<file path="config.mk">
export PLATFORM = sky130hd
export DESIGN_NAME = dual_cmp_timer
export DESIGN_NICKNAME = d
export VERILOG_FILES = /design/src/rtl/dct_pkg.sv /design/src/rtl/dct_prescale.sv /design/src/rtl/dct_edge.sv /design/src/rtl/dct_chan.sv /design/src/rtl/dual_cmp_timer.sv
export SDC_FILE = /design/constraint.sdc
export NUM_CORES = 1
export LEC_CHECK = 0
export BUFFER_PORTS_ARGS = -buffer_cell sky130_fd_sc_hd__buf_2
export CORE_MARGIN = 3
export CORE_UTILIZATION = 52
export CTS_BUF_LIST = sky130_fd_sc_hd__clkbuf_16
export CTS_CLUSTER_SIZE = 28
export DETAILED_ROUTE_END_ITERATION = 7
export GPL_TIMING_DRIVEN = 0
export PLACE_DENSITY = 0.73
export SLEW_MARGIN = 5
export SYNTH_ARGS = -nofsm -noshare
export SYNTH_HDL_FRONTEND = slang
export SYNTH_SLANG_ARGS = --single-unit
</file>
<file path="constraint.sdc">
create_clock -name clk -period 4.6 [get_ports clk]
set_input_delay 0.69 -clock clk [delete_from_list [all_inputs] [get_ports clk]]
set_output_delay 0.69 -clock clk [all_outputs]
set_load 0.1 [all_outputs]
</file>
<file path="src/rtl/dct_pkg.sv">
package dct_pkg;
  localparam int AW = 5;

  typedef enum logic [2:0] {
    SRC_OFF = 3'd0, SRC_DIV_LO = 3'd1, SRC_DIV_MID = 3'd2,
    SRC_DIV_HI = 3'd3, SRC_EXT = 3'd4, SRC_LINK = 3'd5
  } src_e;

  typedef enum logic [1:0] {CLR_NONE, CLR_CMA, CLR_CMB, CLR_EXT} clr_e;
  typedef enum logic [1:0] {ACT_KEEP, ACT_LOW, ACT_HIGH, ACT_TOGGLE} act_e;
  typedef enum logic [1:0] {EDGE_RISE, EDGE_FALL, EDGE_BOTH, EDGE_ALT} edge_e;

  localparam logic [2:0] OFF_SRC  = 3'd0;
  localparam logic [2:0] OFF_CLR  = 3'd1;
  localparam logic [2:0] OFF_ACT  = 3'd2;
  localparam logic [2:0] OFF_IEN  = 3'd3;
  localparam logic [2:0] OFF_STAT = 3'd4;
  localparam logic [2:0] OFF_CNT  = 3'd5;
  localparam logic [2:0] OFF_CMPA = 3'd6;
  localparam logic [2:0] OFF_CMPB = 3'd7;

  localparam logic [AW-1:0] ADDR_STOP = 5'h10;

  localparam int F_CMA = 0;
  localparam int F_CMB = 1;
  localparam int F_OVF = 2;
endpackage

</file>
<file path="src/rtl/dct_prescale.sv">
module dct_prescale #(
  parameter int PRE_W   = 13,
  parameter int TAP_LO  = 3,
  parameter int TAP_MID = 6,
  parameter int TAP_HI  = 13
) (
  input  logic       clk,
  input  logic       rst_n,
  input  logic       run_i,
  output logic [2:0] tick_o
);
  logic [PRE_W-1:0] pre_q;

  // Phase restarts from zero whenever the module is stopped.
  always_ff @(posedge clk or negedge rst_n) begin
    if (!rst_n)      pre_q <= '0;
    else if (!run_i) pre_q <= '0;
    else             pre_q <= pre_q + PRE_W'(1);
  end

  for (genvar i = 0; i < 3; i++) begin : g_tap
    localparam int TAP = (i == 0) ? TAP_LO : ((i == 1) ? TAP_MID : TAP_HI);
    localparam logic [PRE_W-1:0] MASK = PRE_W'((64'd1 << TAP) - 64'd1);
    assign tick_o[i] = run_i && ((pre_q & MASK) == MASK);
  end

  // A slow tap only fires on a cycle where the faster taps fire too.
  assert_tap_nest_R2: assert property (@(posedge clk) disable iff (!rst_n)
    tick_o[2] |-> (tick_o[1] && tick_o[0]));
endmodule

</file>
<file path="src/rtl/dct_edge.sv">
module dct_edge
  import dct_pkg::*;
(
  input  logic  clk,
  input  logic  rst_n,
  input  logic  pin_i,
  input  edge_e sel_i,
  output logic  pulse_o
);
  logic s1_q, s2_q, prev_q;
  logic rise, fall;

  always_ff @(posedge clk or negedge rst_n) begin
    if (!rst_n) begin
      s1_q   <= 1'b0;
      s2_q   <= 1'b0;
      prev_q <= 1'b0;
    end else begin
      s1_q   <= pin_i;
      s2_q   <= s1_q;
      prev_q <= s2_q;
    end
  end

  assign rise = s2_q & ~prev_q;
  assign fall = ~s2_q & prev_q;

  always_comb begin
    case (sel_i)
      EDGE_RISE: pulse_o = rise;
      EDGE_FALL: pulse_o = fall;
      default:   pulse_o = rise | fall;
    endcase
  end
endmodule

</file>
<file path="src/rtl/dct_chan.sv">
module dct_chan
  import dct_pkg::*;
#(
  parameter int CW       = 8,
  parameter bit LINK_OVF = 1'b0
) (
  input  logic          clk,
  input  logic          rst_n,
  input  logic          run_i,
  input  logic [2:0]    pre_tick_i,
  input  logic          ext_clk_i,
  input  logic          ext_clr_i,
  input  logic          link_i,
  input  logic          wr_i,
  input  logic [2:0]    off_i,
  input  logic [CW-1:0] wdata_i,
  output logic [CW-1:0] rdata_o,
  output logic          link_o,
  output logic          wave_o,
  output logic          irq_cma_o,
  output logic          irq_cmb_o,
  output logic          irq_ovf_o
);
  src_e          src_q;
  edge_e         edge_q;
  clr_e          clr_q;
  act_e          act_a_q, act_b_q;
  logic [2:0]    ien_q, flag_q;
  logic [CW-1:0] cnt_q, cmpa_q, cmpb_q;
  logic          wave_q;

  logic ext_tick, ext_clr_pulse, src_tick, tick;
  logic ma, mb, ovf, clr_hit, cnt_wr;
  logic [2:0] evt, keep;
  act_e act_sel;

  dct_edge u_clk_edge (.clk(clk), .rst_n(rst_n), .pin_i(ext_clk_i),
                       .sel_i(edge_q), .pulse_o(ext_tick));
  dct_edge u_clr_edge (.clk(clk), .rst_n(rst_n), .pin_i(ext_clr_i),
                       .sel_i(EDGE_RISE), .pulse_o(ext_clr_pulse));

  always_comb begin
    case (src_q)
      SRC_DIV_LO:  src_tick = pre_tick_i[0];
      SRC_DIV_MID: src_tick = pre_tick_i[1];
      SRC_DIV_HI:  src_tick = pre_tick_i[2];
      SRC_EXT:     src_tick = ext_tick;
      SRC_LINK:    src_tick = link_i;
      default:     src_tick = 1'b0;
    endcase
  end

  assign tick   = run_i && src_tick;
  assign ma     = tick && (cnt_q == cmpa_q);
  assign mb     = tick && (cnt_q == cmpb_q);
  assign cnt_wr = wr_i && (off_i == OFF_CNT);

  always_comb begin
    case (clr_q)
      CLR_CMA: clr_hit = ma;
      CLR_CMB: clr_hit = mb;
      CLR_EXT: clr_hit = run_i && ext_clr_pulse;
      default: clr_hit = 1'b0;
    endcase
  end

  assign ovf = tick && (cnt_q == '1) && !clr_hit;
  assign evt = {ovf, mb, ma};
  assign keep = (wr_i && (off_i == OFF_STAT)) ? wdata_i[2:0] : 3'b111;

  // Match A overrides match B on the same tick.
  always_comb begin
    if (ma)      act_sel = act_a_q;
    else if (mb) act_sel = act_b_q;
    else         act_sel = ACT_KEEP;
  end

  always_ff @(posedge clk or negedge rst_n) begin
    if (!rst_n) begin
      src_q   <= SRC_OFF;
      edge_q  <= EDGE_RISE;
      clr_q   <= CLR_NONE;
      act_a_q <= ACT_KEEP;
      act_b_q <= ACT_KEEP;
      ien_q   <= '0;
      cmpa_q  <= '1;
      cmpb_q  <= '1;
    end else if (wr_i) begin
      case (off_i)
        OFF_SRC: begin
          src_q  <= src_e'(wdata_i[2:0]);
          edge_q <= edge_e'(wdata_i[4:3]);
        end
        OFF_CLR: clr_q <= clr_e'(wdata_i[1:0]);
        OFF_ACT: begin
          act_a_q <= act_e'(wdata_i[1:0]);
          act_b_q <= act_e'(wdata_i[3:2]);
        end
        OFF_IEN:  ien_q  <= wdata_i[2:0];
        OFF_CMPA: cmpa_q <= wdata_i;
        OFF_CMPB: cmpb_q <= wdata_i;
        default: ;
      endcase
    end
  end

  always_ff @(posedge clk or negedge rst_n) begin
    if (!rst_n) begin
      cnt_q  <= '0;
      flag_q <= '0;
      wave_q <= 1'b0;
    end else begin
      if (cnt_wr)       cnt_q <= wdata_i;
      else if (clr_hit) cnt_q <= '0;
      else if (tick)    cnt_q <= cnt_q + CW'(1);
      flag_q <= (flag_q & keep) | evt;
      case (act_sel)
        ACT_LOW:    wave_q <= 1'b0;
        ACT_HIGH:   wave_q <= 1'b1;
        ACT_TOGGLE: wave_q <= ~wave_q;
        default:    wave_q <= wave_q;
      endcase
    end
  end

  always_comb begin
    case (off_i)
      OFF_SRC:  rdata_o = {{(CW-5){1'b0}}, edge_q, src_q};
      OFF_CLR:  rdata_o = {{(CW-2){1'b0}}, clr_q};
      OFF_ACT:  rdata_o = {{(CW-4){1'b0}}, act_b_q, act_a_q};
      OFF_IEN:  rdata_o = {{(CW-3){1'b0}}, ien_q};
      OFF_STAT: rdata_o = {{(CW-4){1'b0}}, wave_q, flag_q};
      OFF_CNT:  rdata_o = cnt_q;
      OFF_CMPA: rdata_o = cmpa_q;
      default:  rdata_o = cmpb_q;
    endcase
  end

  if (LINK_OVF) begin : g_link_ovf
    assign link_o = ovf;
  end else begin : g_link_cma
    assign link_o = ma;
  end

  assign wave_o    = wave_q;
  assign irq_cma_o = flag_q[F_CMA] & ien_q[F_CMA];
  assign irq_cmb_o = flag_q[F_CMB] & ien_q[F_CMB];
  assign irq_ovf_o = flag_q[F_OVF] & ien_q[F_OVF];

  assert_stop_hold_R1: assert property (@(posedge clk) disable iff (!rst_n)
    !run_i |=> $stable(cnt_q));
  assert_clr_cma_R4: assert property (@(posedge clk) disable iff (!rst_n)
    (clr_q == CLR_CMA && ma && !cnt_wr) |=> (cnt_q == '0));
  assert_ovf_wrap_R5: assert property (@(posedge clk) disable iff (!rst_n)
    (ovf && !cnt_wr) |=> (cnt_q == '0));
  assert_keep_both_R6: assert property (@(posedge clk) disable iff (!rst_n)
    (act_a_q == ACT_KEEP && act_b_q == ACT_KEEP) |=> $stable(wave_q));
  assert_flag_sticky_R10: assert property (@(posedge clk) disable iff (!rst_n)
    ma |=> flag_q[F_CMA]);
endmodule

</file>
<file path="src/rtl/dual_cmp_timer.sv">
module dual_cmp_timer
  import dct_pkg::*;
#(
  parameter int CW      = 8,
  parameter int PRE_W   = 13,
  parameter int TAP_LO  = 3,
  parameter int TAP_MID = 6,
  parameter int TAP_HI  = 13
) (
  input  logic          clk,
  input  logic          rst_n,
  input  logic          bus_wr_i,
  input  logic [AW-1:0] bus_addr_i,
  input  logic [CW-1:0] bus_wdata_i,
  output logic [CW-1:0] bus_rdata_o,
  input  logic [1:0]    ext_clk_i,
  input  logic [1:0]    ext_clr_i,
  output logic [1:0]    wave_o,
  output logic [1:0]    irq_cma_o,
  output logic [1:0]    irq_cmb_o,
  output logic [1:0]    irq_ovf_o,
  output logic          adc_trig_o
);
  logic          stop_q, run;
  logic [2:0]    pre_tick;
  logic          ch_area, wr0, wr1;
  logic [CW-1:0] rd0, rd1;
  logic          cma0, ovf1, adc_q;

  always_ff @(posedge clk or negedge rst_n) begin
    if (!rst_n) stop_q <= 1'b1;
    else if (bus_wr_i && bus_addr_i == ADDR_STOP) stop_q <= bus_wdata_i[0];
  end
  assign run = !stop_q;

  assign ch_area = !bus_addr_i[AW-1];
  assign wr0 = run && bus_wr_i && ch_area && !bus_addr_i[3];
  assign wr1 = run && bus_wr_i && ch_area &&  bus_addr_i[3];

  dct_prescale #(.PRE_W(PRE_W), .TAP_LO(TAP_LO), .TAP_MID(TAP_MID), .TAP_HI(TAP_HI))
    u_pre (.clk(clk), .rst_n(rst_n), .run_i(run), .tick_o(pre_tick));

  // Channel 0 links to channel 1's overflow (16-bit carry, same cycle).
  dct_chan #(.CW(CW), .LINK_OVF(1'b0)) u_ch0 (
    .clk(clk), .rst_n(rst_n), .run_i(run), .pre_tick_i(pre_tick),
    .ext_clk_i(ext_clk_i[0]), .ext_clr_i(ext_clr_i[0]), .link_i(ovf1),
    .wr_i(wr0), .off_i(bus_addr_i[2:0]), .wdata_i(bus_wdata_i), .rdata_o(rd0),
    .link_o(cma0), .wave_o(wave_o[0]), .irq_cma_o(irq_cma_o[0]),
    .irq_cmb_o(irq_cmb_o[0]), .irq_ovf_o(irq_ovf_o[0]));

  // Channel 1 links to the registered match-A pulse of channel 0.
  dct_chan #(.CW(CW), .LINK_OVF(1'b1)) u_ch1 (
    .clk(clk), .rst_n(rst_n), .run_i(run), .pre_tick_i(pre_tick),
    .ext_clk_i(ext_clk_i[1]), .ext_clr_i(ext_clr_i[1]), .link_i(adc_q),
    .wr_i(wr1), .off_i(bus_addr_i[2:0]), .wdata_i(bus_wdata_i), .rdata_o(rd1),
    .link_o(ovf1), .wave_o(wave_o[1]), .irq_cma_o(irq_cma_o[1]),
    .irq_cmb_o(irq_cmb_o[1]), .irq_ovf_o(irq_ovf_o[1]));

  always_ff @(posedge clk or negedge rst_n) begin
    if (!rst_n) adc_q <= 1'b0;
    else        adc_q <= cma0;
  end
  assign adc_trig_o = adc_q;

  always_comb begin
    if (bus_addr_i == ADDR_STOP)  bus_rdata_o = {{(CW-1){1'b0}}, stop_q};
    else if (ch_area && run)      bus_rdata_o = bus_addr_i[3] ? rd1 : rd0;
    else                          bus_rdata_o = '0;
  end

  assert_adc_pulse_R11: assert property (@(posedge clk) disable iff (!rst_n)
    adc_trig_o |-> $past(cma0));
  assert_no_trig_stopped_R1: assert property (@(posedge clk) disable iff (!rst_n)
    (stop_q && $past(stop_q)) |-> !adc_trig_o);
endmodule

</file>
# After elaboration in Yosys (flattened, before gate mapping)
# Cells that the tools add are included.
[totals] register_bits=111 inputBits=20 out_inout_bits=17 word_cells=182
[classes] addsub=3 n_eq_ne=41 n_mux=26 bitwise_logic=26 n_reduce_logical=49
[ops] cell="case mux 8 bit (7 select lines)" count=2
[ops] cell="two-way mux 8 bit" count=9
[ops] cell="equality test 8 bit" count=4
[ops] cell="equality test 3 bit, second input constant" count=9
[ops] cell="logical AND 1 bit" count=25
[ops] cell="AND reduction 2 bit" count=12
[ops] cell="equality test 3 x 2 -> 1 bit, second input constant" count=6
[ops] cell="adder 8 x 1 -> 8 bit, second input constant" count=2
[ops] cell="equality test 2 bit, second input constant" count=8
[ops] cell="equality test 8 bit, second input constant" count=2
[ops] cell="adder 13 x 1 -> 13 bit, second input constant" count=1
[ops] cell="equality test 13 bit, second input constant" count=1
[ops] cell="two-way mux 13 bit" count=1
[ops] cell="bitwise AND 1 bit" count=12
[ops] cell="equality test 2 x 1 -> 1 bit, second input constant" count=6
[ops] cell="case mux 1 bit (3 select lines)" count=4
[ops] cell="nonzero test 3 bit" count=4
[ops] cell="case mux 1 bit (5 select lines)" count=2
[ops] cell="equality test 3 x 1 -> 1 bit, second input constant" count=3
[ops] cell="two-way mux 2 bit" count=4
[ops] cell="inverter 1 bit" count=8
[ops] cell="bitwise AND 3 bit" count=2
[ops] cell="equality test 6 bit, second input constant" count=1
[ops] cell="two-way mux 3 bit" count=2
[ops] cell="other kinds (7)" count=15

# Longest topological paths before layout
[depth] word_depth=17 ltp_mapped=10 ltp_nobuf=9

# Hierarchy
# A second synthesis with hierarchy kept.
[hier_totals] hier_cells=627 hier_area_um2=6613.8
[by_module_without_submodules] module="dct_chan (u_ch1)" instances=1 cells_each=255 area_each_um2=2626.3 seq_area_each_um2=1071.0
[by_module_without_submodules] module="dct_chan (u_ch0)" instances=1 cells_each=244 area_each_um2=2592.5 seq_area_each_um2=1071.0
[by_module_without_submodules] module="dct_prescale" instances=1 cells_each=64 area_each_um2=645.6 seq_area_each_um2=325.3
[by_module_without_submodules] module="dct_edge" instances=4 cells_each=9 area_each_um2=127.6 seq_area_each_um2=75.1
[by_module_without_submodules] module="dual_cmp_timer" instances=1 cells_each=28 area_each_um2=239.0 seq_area_each_um2=51.3

# Least setup slack after synthesis
# OpenSTA, ideal clock, no wires.
[synth_path] kind="input-to-output" from="input port bus_addr_i[0]" to="output port bus_rdata_o[2]" t_arrival_ns=4.393 required_time_ns=3.910 path_slack_ns=-0.483 path_stages=7 n_path_buf=3 path_cell_list="clkbuf_1 -> clkbuf_1 -> buf_1 -> mux2i_1 -> o21ai_0 -> nand2_1 -> a311oi_1"
[synth_via] elab_chain_len=5 elab_cells_between_ends=13 classes_between="eq/ne: 7; mux: 5; reduce/logical: 1"
[synth_lines] element="start, declared" line="dual_cmp_timer.sv:13" rtl="input logic [AW-1:0] bus_addr_i,"
[synth_lines] element="equality test 3 bit, or another cell as far along" line="dct_chan.sv:127" rtl="case (off_i)"
[synth_lines] element="case mux 8 bit (7 select lines)" line="dct_chan.sv:127"
[synth_lines] element="two-way mux 8 bit (2 in a row)" line="dual_cmp_timer.sv:67" rtl="else if (ch_area && run) bus_rdata_o = bus_addr_i[3] ? rd1 : rd0;"
[synth_lines] element="two-way mux 8 bit *" line="dual_cmp_timer.sv:66" rtl="if (bus_addr_i == ADDR_STOP) bus_rdata_o = {{(CW-1){1'b0}}, stop_q};"
[synth_lines] element="end, declared" line="dual_cmp_timer.sv:15" rtl="output logic [CW-1:0] bus_rdata_o,"
# Mark *: on every way between the ends. The rest lies on a longest branch, timed or not.

# Worst setup path in the final report
[layout_path] from="input port bus_addr_i[0]" to="output port bus_rdata_o[1]"
# Same word-level chain as after synthesis.

==> results.yml <==
outcome:
  outcome: "finished, final reports clean"
yosys:
  netlist_instances: 603
  syn_nets: 631
  synth_ff_type: "dfrtp_1"
  ys_seq_area_share_pct: 44.1
  synthesis.area_um2: 6400
  syn_avg_cell_area_um2: 10.6
  synth_seq_cells: 111
  synth.distinct_cells: 66
  ys_warn_count: 0
  async_flop_share_pct: 100
  synth_edf_count: 0
global_route:
  grt_max_degree: 62
  antenna_found_initial: 0
  grt_pass1_wl_um: 27100
  grt_remaining_overflow: 0
  grtUsageTotal_pct: 26.2
  grt_pass1_vias: 4895
placed_design:
  portBuffers: 34
  gp_congestion: 0.962
  placed_cells: 781
  hpwl_um: 12500
  dp_worst_setup_slack_ps: 353
sta:
  finalWorstSetupSlack_ps: 290
  rsz0062_at_grt: "no"
  drv_slew: 0
  final.setup.tns_ps: 0
  fmax_mhz: 232
  finalCritPeriodShare_pct: 93.7
  max_slew_margin_pct: 41.8
  fin_skew_ps: 11.7
  hold_viol_final: 0
  period_needed_ps: 4310
  setup_violations: 0
  worst-slew-pin-transition_ps: 865
critical_path:
  reg2reg_to: "u_ch0.cnt_q[5]"
  r2r_setup_slack_ps: 1520
  r2r_cells: 9
  reg2reg_from: "u_pre.pre_q[0]"
  critPathRequiredTime_ps: 3910
  startpoint_type: "primary input"
  worstPathArrival_ps: 3620
  end_kind: "output port"
  critPathMaxFanout: 10
  worstSetupPathType: "primary input to output port"
detailed_routing:
  drt_iter0_markers: 437
  wl_um: 17000
  wl_per_cell_um: 21.3
  vias_per_cell: 6.29
  ant_nets: 0
  dr.pass1.iters: 6
  route.detailed.drc: 0
  vias: 5014
floorplanning:
  initial_utilization_pct: 54.6
  rows: 39
  io_pins: 37
  die_w_um: 117
  core-area_um2: 11700
  die_y_um: 117
  dieArea_um2: 13700
clocking:
  cts_buffers: 9
  post_cts_buffers: 0
  clockRootBuffer: "clkbuf_16"
  max-clock-path-buffers: 2
  post_cts_resized: 0
  cts_max_level: 3
  cts_tree: "done"
  clkSinkCount: 111
  clk_latency_ps: 360
  path_clk_slew_ps: 70
  cts_hold_buf: 0
power:
  ir_drop_mv: 0.349
  powerDensity_nw_per_um2: 500
  power.total_mw: 3.58
  cellLeakagePower_nw: 2.97
final_layout:
  synthToLayoutAreaGrowth_pct: 12.0
  num-nets-final: 677
  seq_area_um2: 2820
  multi_input_area_um2: 3330
  diodes: 0
  nFillCells: 983
  drive_gt1_share_pct: 29.4
  stdcell_count: 797
flow_run:
  cap_violations: 0
min_path:
  hp-class: "primary input to async pin"
layer usage:
metal	GRT usage [%]	vias up	share of wire, %
met5	0	-	0
met4	7.87	0	2.1
met3	7.15	31	8.2
met2	40.2	220	46
met1	36.7	2496	44
li1	-	2267	-
layout make-up:
| cell class | instances | area share (%) |
|---|---|---|
| Timing Repair Buffer | 35 | 2.85 |
| Buffer | 51 | 3.20 |
| Clock inverter | 7 | 1.90 |
| Multi-Input combinational cell | 430 | 46.5 |
| Clock buffer | 9 | 3.14 |
| Sequential cell | 111 | 39.4 |
| Tap cell | 143 | 2.50 |
| Inverter | 11 | 0.577 |
Yosys cell counts, drive strengths merged (13+ instances only):
master / n / area share [%]
dfrtp: 78 / 31
xnor2: 16 / 2.2
buf: 20 / 1.8
a21oi: 14 / 1.3
nor2: 38 / 2.2
xor2: 34 / 4.7
a211oi: 13 / 1.5
o21ai: 22 / 1.7
nand2: 51 / 3.0
mux2: 72 / 13
dfstp: 33 / 14
nand3: 17 / 1.5
clkbuf: 31 / 1.8
sequential cells by signal (all words and copies together), names as in the netlist, 3 cells and up:
signal        flops
u_ch1.ien_q       3
u_ch0.src_q       3
u_ch1.cnt_q       8
u_ch1.cmpb_q      8
u_ch0.cmpa_q      8
u_ch1.flag_q      3
u_ch1.cmpa_q      8
u_ch0.flag_q      3
u_pre.pre_q      13
u_ch0.cnt_q       8
u_ch0.ien_q       3
u_ch0.cmpb_q      8
u_ch1.src_q       3
cell usage in the layout, fill, tap and decap left out, types with 9 or more instances in the layout:
cell        n
a211oi_1   10
a21oi_1    13
a22o_1     10
buf_2      39
clkbuf_1   31
clkbuf_16   9
dfrtp_1    78
dfstp_2    33
inv_1      12
mux2_2     71
nand2_1    51
nand3_1    16
nor2_1     38
nor4_1      9
o21ai_0    21
o31ai_1    10
xnor2_1    16
xor2_1     34
worst max path at each step:
stage,start,end
global placement,bus_addr_i[0],bus_rdata_o[4]
detailed placement,bus_addr_i[0],bus_rdata_o[1]
CTS,bus_addr_i[0],bus_rdata_o[1]
finish,bus_addr_i[0],bus_rdata_o[1]
global route,bus_addr_i[0],bus_rdata_o[4]
floorplan,bus_addr_i[0],bus_rdata_o[7]
worst max-delay path: stages:
cell and delay (ps):
buf_2 90, clkbuf_1 450, clkbuf_1 500, buf_1 570, nand3_1 160, a41oi_1 240, a21oi_1 80, a211oi_2 340
buf_2 490
stage by stage:
stage,area (µm²),hold WS [ps],utilization (%)
after floorplan,6420,331,-
after CTS,7160,284,61.2
after detailed placement,6800,335,58.1
after global placement,6770,333,57.8
final,7160,268,61.2
after global routing,7160,297,61.2
cell families (layout without fill, tap and decap cells):
logic type / after synthesis / in the layout / share of synthesized area (%)
compound gates: 111 / 111 / 13.5
mux: 83 / 83 / 15.4
flops: 111 / 111 / 44.1
simple gates: 178 / 178 / 14.5
xor+xnor: 50 / 50 / 6.85
fa+ha+maj: 8 / 8 / 1.57
buf+inv: 62 / 113 / 4.23
where the power goes:
group	internal, mW	total (mW)	switching, mW	leakage, nW
registers	1.23	1.43	0.201	1.32
logic	0.481	1.21	0.734	1.48
clock network	0.584	0.937	0.353	0.177
total	2.30	3.58	1.29	2.97
Power figures use the tool's default switching activity.
